### config.mk
export PLATFORM = sky130hd
export DESIGN_NAME = glyph_row_fetch
export DESIGN_NICKNAME = d
export VERILOG_FILES = /design/src/rtl/glyph_pkg.sv /design/src/rtl/glyph_user_ram.sv /design/src/rtl/glyph_compose.sv /design/src/rtl/glyph_row_fetch.sv
export SDC_FILE = /design/constraint.sdc
export NUM_CORES = 1
export LEC_CHECK = 0
export BUFFER_PORTS_ARGS = -buffer_cell sky130_fd_sc_hd__buf_4
export CELL_PAD_IN_SITES_DETAIL_PLACEMENT = 0
export CELL_PAD_IN_SITES_GLOBAL_PLACEMENT = 1
export CORE_UTILIZATION = 45
export DETAILED_ROUTE_END_ITERATION = 12
export PLACE_DENSITY_LB_ADDON = 0.1
export SETUP_SLACK_MARGIN = 0.4
export SLEW_MARGIN = 25
export SYNTH_ARGS = -nofsm -noshare
export SYNTH_HDL_FRONTEND = slang
export SYNTH_SLANG_ARGS = --single-unit
### constraint.sdc
create_clock -name clk -period 2.7 [get_ports clk]
set_clock_uncertainty 0.1 [all_clocks]
set_input_delay 0.27 -clock clk [delete_from_list [all_inputs] [get_ports clk]]
set_output_delay 0.27 -clock clk [all_outputs]
set_load 0.02 [all_outputs]
### src/rtl/glyph_pkg.sv
package glyph_pkg;
  localparam int CODE_W_DEF     = 8;
  localparam int ROW_W_DEF      = 3;
  localparam int DOT_W_DEF      = 5;
  localparam int USER_IDX_W_DEF = 4;

  // Flags captured alongside the lookup so they line up with the answer.
  typedef struct packed {
    logic sel_user;
    logic underline;
    logic solid;
  } stage_t;
endpackage

### src/rtl/glyph_user_ram.sv
module glyph_user_ram #(
  parameter int ADDR_W = 7,
  parameter int DOT_W  = 5
) (
  input  logic              clk,
  input  logic              rst_n,
  input  logic              we,
  input  logic [ADDR_W-1:0] waddr,
  input  logic [DOT_W-1:0]  wdata,
  input  logic [ADDR_W-1:0] raddr,
  output logic [DOT_W-1:0]  rdata
);
  localparam int DEPTH = 2 ** ADDR_W;

  logic [DOT_W-1:0] mem [DEPTH];
  logic [DOT_W-1:0] rd_pre;

  // Read the array before the write lands: old data on a same-edge clash.
  always_ff @(posedge clk) begin
    if (we) mem[waddr] <= wdata;
  end

  assign rd_pre = mem[raddr];

  always_ff @(posedge clk or negedge rst_n) begin
    if (!rst_n) rdata <= '0;
    else        rdata <= rd_pre;
  end
endmodule

### src/rtl/glyph_compose.sv
module glyph_compose #(
  parameter int DOT_W = 5
) (
  input  logic             clk,
  input  logic             rst_n,
  input  glyph_pkg::stage_t stage_d,
  input  logic [DOT_W-1:0] ram_dots,
  input  logic [DOT_W-1:0] rom_dots,
  output glyph_pkg::stage_t stage_q,
  output logic [DOT_W-1:0] dots
);
  logic [DOT_W-1:0] base;

  function automatic logic [DOT_W-1:0] overlay(
    input logic [DOT_W-1:0] glyph,
    input logic             underline,
    input logic             solid
  );
    logic [DOT_W-1:0] r;
    r = glyph | {DOT_W{underline}};
    if (solid) r = '1;
    return r;
  endfunction

  // Reset picks the user path with a cleared read register: blank output.
  always_ff @(posedge clk or negedge rst_n) begin
    if (!rst_n) stage_q <= '{sel_user: 1'b1, underline: 1'b0, solid: 1'b0};
    else        stage_q <= stage_d;
  end

  assign base = stage_q.sel_user ? ram_dots : rom_dots;
  assign dots = overlay(base, stage_q.underline, stage_q.solid);
endmodule

### src/rtl/glyph_row_fetch.sv
module glyph_row_fetch #(
  parameter int CODE_W     = glyph_pkg::CODE_W_DEF,
  parameter int ROW_W      = glyph_pkg::ROW_W_DEF,
  parameter int DOT_W      = glyph_pkg::DOT_W_DEF,
  parameter int USER_IDX_W = glyph_pkg::USER_IDX_W_DEF,
  localparam int UADDR_W   = USER_IDX_W + ROW_W
) (
  input  logic               clk,
  input  logic               rst_n,
  input  logic [CODE_W-1:0]  code_i,
  input  logic [ROW_W-1:0]   row_i,
  input  logic               cursor_en_i,
  input  logic               blink_en_i,
  input  logic               blink_phase_i,
  input  logic               cursor_cell_i,
  input  logic               ac_in_pattern_i,
  input  logic               wr_en_i,
  input  logic [UADDR_W-1:0] wr_addr_i,
  input  logic [DOT_W-1:0]   wr_data_i,
  output logic [CODE_W-1:0]  rom_code_o,
  output logic [ROW_W-1:0]   rom_row_o,
  input  logic [DOT_W-1:0]   rom_dots_i,
  output logic [DOT_W-1:0]   dots_o
);
  localparam logic [ROW_W-1:0] CURSOR_ROW = {ROW_W{1'b1}};

  function automatic logic is_user_code(input logic [CODE_W-1:0] c);
    return c[CODE_W-1:USER_IDX_W] == '0;
  endfunction

  function automatic logic [UADDR_W-1:0] user_addr(
    input logic [CODE_W-1:0] c,
    input logic [ROW_W-1:0]  r
  );
    return {c[USER_IDX_W-1:0], r};
  endfunction

  // Named internal events, observed by the assertions below.
  logic               user_hit;
  logic               cursor_ok;
  logic               underline_hit;
  logic               solid_hit;
  logic [UADDR_W-1:0] rd_addr;
  logic [DOT_W-1:0]   ram_rd;
  logic               primed;
  glyph_pkg::stage_t  stage_d;
  glyph_pkg::stage_t  stage_q;

  assign user_hit      = is_user_code(code_i);
  assign rd_addr       = user_addr(code_i, row_i);
  assign cursor_ok     = cursor_cell_i & ~ac_in_pattern_i;
  assign underline_hit = cursor_en_i & cursor_ok & (row_i == CURSOR_ROW);
  assign solid_hit     = blink_en_i & blink_phase_i & cursor_ok;

  assign stage_d = '{sel_user: user_hit, underline: underline_hit, solid: solid_hit};

  assign rom_code_o = code_i;
  assign rom_row_o  = row_i;

  glyph_user_ram #(.ADDR_W(UADDR_W), .DOT_W(DOT_W)) u_ram (
    .clk   (clk),
    .rst_n (rst_n),
    .we    (wr_en_i),
    .waddr (wr_addr_i),
    .wdata (wr_data_i),
    .raddr (rd_addr),
    .rdata (ram_rd)
  );

  glyph_compose #(.DOT_W(DOT_W)) u_comp (
    .clk      (clk),
    .rst_n    (rst_n),
    .stage_d  (stage_d),
    .ram_dots (ram_rd),
    .rom_dots (rom_dots_i),
    .stage_q  (stage_q),
    .dots     (dots_o)
  );

  // Set one edge after reset release, so $past never sees reset-time inputs.
  always_ff @(posedge clk or negedge rst_n) begin
    if (!rst_n) primed <= 1'b0;
    else        primed <= 1'b1;
  end

  assert_user_path_R1: assert property (@(posedge clk) disable iff (!rst_n)
    primed && $past(is_user_code(code_i) && !cursor_cell_i) |-> dots_o == ram_rd);

  assert_rom_path_R3: assert property (@(posedge clk) disable iff (!rst_n)
    primed && $past(!is_user_code(code_i) && !cursor_cell_i) |-> dots_o == rom_dots_i);

  assert_underline_R6: assert property (@(posedge clk) disable iff (!rst_n)
    primed && $past(cursor_en_i && cursor_cell_i && !ac_in_pattern_i && row_i == CURSOR_ROW)
      |-> dots_o == {DOT_W{1'b1}});

  assert_blink_solid_R7: assert property (@(posedge clk) disable iff (!rst_n)
    primed && $past(blink_en_i && blink_phase_i && cursor_cell_i && !ac_in_pattern_i)
      |-> dots_o == {DOT_W{1'b1}});

  assert_inhibit_R8: assert property (@(posedge clk) disable iff (!rst_n)
    primed && $past(ac_in_pattern_i && !is_user_code(code_i)) |-> dots_o == rom_dots_i);

  assert_reset_blank_R9: assert property (@(posedge clk) disable iff (!rst_n)
    !primed |-> dots_o == '0);
endmodule

==> flow_summary.toml, run 1 <==
[synth]
syn_area_per_cell_um2 = 22.6
ys_ff_latch = 648
yosys-top-cells-area = "edfxtp_1, mux4_2, nor2_1"
netlist.area_leader.share = 0.758
syn_inst = 1120
yosysSeqAreaShare = 0.766
synth_top_area_cell = "edfxtp_1"
syn_area_mm2 = 0.0254
synthesis.nets = 1156
synth_cell_types = 22
synth_warnings = 0

[floorplanning]
initial_utilization = 0.458
ios = 52
rows = 86
die-area_mm2 = 0.0573
core_mm2 = 0.0554
die_w_um = 239
die_h_um = 239

[placement]
dp_hpwl_mm = 37.8
port_buffers = 51
dp_cells = 1926
routabilityCongestion = 0.773

[layout]
drive_above_1_share = 0.338
syn_to_final_growth_pct = 17.0
fin_nets = 1298
fillers = 4265
fin_cells = 2067
final_util = 0.535

[global_routing]
met1_usage = 0.311
gr-total-overflow = 0
grt_pass1_vias = 12207
grt.met2_usage = 0.334
grt_pass1_wl_mm = 85.6
busiest_layer = "met2"
grt_max_degree = 129
grt_use_met3 = 0.0393
antenna_found_initial = 2
track_usage = 0.213

[detailed_routing]
avgViaCountPerCell = 5.68
ant_nets = 0
route.detailed.drc = 0
wire_per_inst_um = 28.4
drt_wl_total_mm = 58.7
drt_iter0_markers = 1031
vias = 11746
detail_route.first_pass.iterations = 5

[timing]
min_period_ns = 2.51
setup_violations = 0
maxSlewHeadroom = 0.590
rsz0062_at_grt = "yes"
hold_violations = 0
finalCritPeriodShare = 0.931
max_clock_freq_mhz = 398
maxSlewViolCount = 0
worstMarginPinSlew_ns = 0.613

[pwr]
ir_drop_v = 0.000518
p_leak_nw = 9.32
p_clk_frac = 0.433
seqPwrFrac = 0.512
switching_share = 0.207
net-switching-power_mw = 4.50
pwr-share-comb = 0.055
p_int_mw = 17.2
power_density_mw_per_mm2 = 733

[clocking]
htree_levels = 3
clkTransAtPathRegs_ns = 0.06
root_buffer = "clkbuf_16"
tritoncts.num_buffers = 71
cts_buffer_depth = 3
clock_sinks = 648
cts_tree = "done"
clk_latency_ns = 0.60

[critical_path]
crit_fanout = 1
r2r_end = "u_ram.rdata[2]$_DFF_PN0_"
startpoint_type = "flop"
end_kind = "flop"
cp.required_ns = 3.09
critical_path_class = "reg2reg"
critPathArrivalTime_ns = 2.90
r2r_start = "u_ram.mem[90][2]$_DFFE_PP_"
r2r_cells = 4
reg2reg_slack_ns = 0.19

[worst_hold_path]
hold_end = "u_ram.mem[113][3]$_DFFE_PP_"
hp-class = "in2reg"
min_path_cells = 1
min-delay-start = "wr_data_i[3]"

[status]
status = "finished, final reports clean"

[job]
cap_violations = 0
synthesized netlist by cell type:
master      n
buf_2      10
nand3_1    12
buf_1       9
nor2b_1     7
dfrtp_1     7
nor4_1      1
mux2_2      5
nor3_1      9
nor2_1    123
buf_6       1
clkbuf_1   34
dfstp_2     1
edfxtp_1  640
nand2_1    19
nand4_1     4
or3_1       1
and4b_1     1
mux2i_1     5
nor3b_1     1
nand2b_1    2
buf_4      18
mux4_2    210
timing repair:
action / 4_1_cts / 5_1_grt
setup buffers: 0 / 0
pin swaps: 0 / 0
hold buffers: 11 / 0
hold endpoints to repair: 53 / 0
endpoints found under the setup margin: 5 / 5
resized for setup: 4 / 0
registers in the layout, summed over array words and instances, names as in the netlist:
register        count
u_ram.rdata         5
u_comp.stage_q      3
u_ram.mem         640
cell usage in the layout, fill, tap and decap left out, types with 7 or more instances in the layout:
| master | Yosys | layout |
|---|---|---|
| nor2b_1 | 7 | 7 |
| dlygate4sd3_1 | 0 | 11 |
| nand2_1 | 19 | 19 |
| clkinv_2 | 0 | 12 |
| buf_12 | 0 | 28 |
| buf_4 | 18 | 100 |
| clkbuf_1 | 34 | 19 |
| dfrtp_1 | 7 | 7 |
| nand3_1 | 12 | 12 |
| clkinv_1 | 0 | 11 |
| edfxtp_1 | 640 | 640 |
| clkbuf_16 | 0 | 75 |
| nor2_1 | 123 | 123 |
| mux4_2 | 210 | 210 |
| nor3_1 | 9 | 9 |
how the worst max path moves through the flow:
stage	start	to	slack [ns]
after floorplan	row_i[0]	u_ram.rdata[4]$_DFF_PN0_	0.15
after global placement	row_i[0]	u_ram.rdata[0]$_DFF_PN0_	-0.25
after detailed placement	row_i[0]	u_ram.rdata[0]$_DFF_PN0_	-0.25
after CTS	u_ram.mem[90][2]$_DFFE_PP_	u_ram.rdata[2]$_DFF_PN0_	0.16
after global routing	u_ram.mem[95][2]$_DFFE_PP_	u_ram.rdata[2]$_DFF_PN0_	0.14
final	u_ram.mem[90][2]$_DFFE_PP_	u_ram.rdata[2]$_DFF_PN0_	0.19
cell families after synthesis:
kind of cell | count (synthesis) | share of synthesized area
flip-flops | 648 | 0.766
buffers and inverters | 72 | 0.0141
AND/OR/NAND/NOR | 180 | 0.0295
multiplexers | 220 | 0.191
metal layers:
layer	vias to the layer above	part of all wire	wire length, um
li1	4986	-	-
met1	6318	0.45	26300
met2	357	0.48	28100
met3	83	0.052	3050
met4	2	0.021	1250
met5	-	0.00032	19
layout make-up:
type | instances | area (um2) | share of cell area
well taps | 748 | 936 | 0.0315
multi-input cells | 400 | 5600 | 0.189
flip-flops and latches | 648 | 19400 | 0.655
repair buffers | 141 | 1450 | 0.0488
clock buffers | 95 | 1960 | 0.0661
clock inverters | 34 | 303 | 0.0102
diodes | 1 | 2.50 | 0.0000843
stage by stage:
step	total power [mW]	worst slack [ns]	cell area, um2	hold slack (ns)	TNS, ns
after floorplan	12.0	0.154	25500	-0.126	0
after global placement	12.5	-0.246	27300	0.0125	-1.11
after detailed placement	12.6	-0.249	27300	0.0125	-1.11
after CTS	22.0	0.156	29700	0.0404	0
after global routing	22.4	0.137	29700	0.0575	0
final	21.7	0.185	29700	0.0576	0
worst max-delay path: stages, from the launching register on:
cell,delay (ns)
edfxtp_1,0.36
mux4_2,0.51
mux4_2,0.58
mux4_2,0.57
mux2_2,0.29
power groups by stage:
stage / combinational [mW] / sequential (mW) / clock, mW
6_report: 1.20 / 11.1 / 9.41
5_1_grt: 1.28 / 11.1 / 9.95
4_1_cts: 1.23 / 11.1 / 9.60
3_5_place_dp: 1.21 / 11.3 / 0
3_3_place_gp: 1.20 / 11.3 / 0
2_1_floorplan: 0.651 / 11.3 / 0
No activity file was read; power rests on OpenSTA's default activity.
==> inputs of run 2 (changes only) <==
--- a/config.mk
+++ b/config.mk
@@ -5,6 +5,7 @@
 export SDC_FILE = /design/constraint.sdc
 export NUM_CORES = 1
 export LEC_CHECK = 0
+export ABC_AREA = 1
 export BUFFER_PORTS_ARGS = -buffer_cell sky130_fd_sc_hd__buf_4
 export CELL_PAD_IN_SITES_DETAIL_PLACEMENT = 0
 export CELL_PAD_IN_SITES_GLOBAL_PLACEMENT = 1
==> flow_summary.toml, run 2 <==
[timing]
min_period_ns = 1.94
maxSlewHeadroom = 0.290
setup-tns-final_ns = 0
max_clock_freq_mhz = 516
setup_violations = 0
finalCritPeriodShare = 0.718
maxSlewViolCount = 0
hold_violations = 0
worstMarginPinSlew_ns = 1.06
rsz0062_at_grt = "no"

[status]
status = "complete, but fails checks"
violations = "design-rule violations"

[placement]
dp_cells = 3074
routabilityCongestion = 0.835
dp_hpwl_mm = 44.0
port_buffers = 51
place_area_mm2 = 0.0281

[critical_path]
r2r_cells = 10
crit_chain = "inv_1 -> nand2_1 -> nand3_1 -> buf_4"
cp_slowest_cell = "dfstp_2"
end_kind = "primary output"
critPathTopFamily = "flip-flops"
worst-path-buf-inv = 2
crit_fanout = 6
critical_path_class = "reg2out"
startpoint_type = "flop"
cp_slowest_stage_delay_ns = 0.56
cp.required_ns = 2.33
critical_path_cell_count = 4
critPathArrivalTime_ns = 1.57

[detailed_routing]
drt_wl_total_mm = 72.0
detail_route.first_pass.iterations = 11
wire_per_inst_um = 22.4
route.detailed.drc = 16
ant_nets = 0
avgViaCountPerCell = 5.47
vias = 17561
drt_iter0_markers = 1566

[layout]
final_common_cell = "nand2_1"
final_area_mm2 = 0.0304
top_regs = "u_ram.mem (640), u_ram.rdata (5), u_comp.stage_q (3)"
fin_nets = 2420
largest_reg_flops = 640
syn_to_final_growth_pct = 12.7
regMostFlops = "u_ram.mem"
fillers = 5179
fin_cells = 3211
final_cell_mix = "nand2_1, edfxtp_1, nand3_1"
drive_above_1_share = 0.0841

[global_routing]
grt_pass1_wl_mm = 109
grt_max_degree = 92
antenna_found_initial = 3
track_usage = 0.243
gr-total-overflow = 0
grt_pass1_vias = 17236

[floorplanning]
ios = 52
core_mm2 = 0.0591
die_w_um = 247
die-area_mm2 = 0.0609
rows = 89
die_h_um = 247
initial_utilization = 0.456

[pwr]
ir_drop_v = 0.000504
p_leak_nw = 10.8
power_density_mw_per_mm2 = 719

[clocking]
root_buffer = "clkbuf_16"
cts_tree = "done"
clkTransAtPathRegs_ns = 0.06
clk_latency_ns = 0.60
htree_levels = 3
cts_buffer_depth = 3
clock_sinks = 648
tritoncts.num_buffers = 70

[job]
cap_violations = 0

[synth]
syn_area_per_cell_um2 = 11.5
yosys-top-cells-area = "edfxtp_1, nand3_1, nand2_1"
synthesis.nets = 2383
yosysSeqAreaShare = 0.720
synth_async_sr_flop_share = 0.0123
netlist.area_leader.share = 0.713
syn_area_mm2 = 0.0270
synth_cell_types = 20
syn_inst = 2347
synth_flop_cell = "edfxtp_1"
synth_top_area_cell = "edfxtp_1"
synth_warnings = 0
ys_ff_latch = 648
yosysMostFrequentCell = "nand2_1"
synthTopCellsByCount = "nand2_1, edfxtp_1, nand3_1"
synth_edf_count = 640

[worst_hold_path]
hp-class = "in2async"
-- run 2: routing by layer --
metal	share of wire	track usage
met4	0.028	0.0837
met5	0.00032	0
met1	0.45	0.341
met2	0.46	0.384
met3	0.062	0.0407
-- run 2: final timing paths --
| check | start | end | slack, ns |
|---|---|---|---|
| max | u_comp.stage_q[2]$_DFF_PN1_ | dots_o[0] | 0.76 |
| min | rst_n | u_comp.stage_q[2]$_DFF_PN1_ | 0.06 |
| max reg2reg | u_ram.mem[71][4]$_DFFE_PP_ | u_ram.rdata[4]$_DFF_PN0_ | 1.00 |
| min reg2reg | u_ram.mem[104][4]$_DFFE_PP_ | u_ram.rdata[4]$_DFF_PN0_ | 0.82 |
| max in group asynchronous | rst_n | u_ram.rdata[1]$_DFF_PN0_ | 1.71 |
| min in group clk | code_i[2] | u_ram.rdata[4]$_DFF_PN0_ | 0.07 |
-- run 2: per-stage QoR --
step / hold slack, ns / util / worst slack, ns / power (mW)
after floorplan: -0.126 / - / 1.13 / 12.1
after global placement: -0.00871 / 0.475 / 0.287 / 12.7
after detailed placement: -0.00622 / 0.475 / 0.295 / 12.7
after CTS: 0.0279 / 0.514 / 0.723 / 22.0
after global routing: 0.0668 / 0.514 / 0.642 / 22.5
final: 0.0596 / 0.514 / 0.761 / 21.8
-- run 2: kinds of logic (layout without fill, tap and decap cells) --
group | Yosys count | count (layout) | synth area share
DFF | 648 | 648 | 0.720
and+or+nand+nor | 1515 | 1515 | 0.239
other | 0 | 1 | 0
buffers and inverters | 184 | 274 | 0.0411
-- run 2: final cells by class --
type,instances,area (um2),share of cell area
clock inverters,34,337,0.0111
inverters,27,111,0.00366
clock buffers,91,1850,0.0609
diodes,1,2.50,0.0000824
repair buffers,122,1250,0.0413
well taps,773,967,0.0318
flip-flops and latches,648,19400,0.639
multi-input cells,1515,6440,0.212
-- run 2: what timing repair did --
| action | in CTS | in global routing |
|---|---|---|
| hold endpoints to repair | 16 | 0 |
| setup endpoints to repair | 0 | 0 |
| hold buffers | 11 | 0 |
| buffers inserted | 0 | 0 |
| resized for setup | 0 | 0 |
-- run 2: power by group --
part	internal [mW]	switching, mW
sequential	11.1	0.0127
clock	5.50	3.80
combinational	0.399	1.03
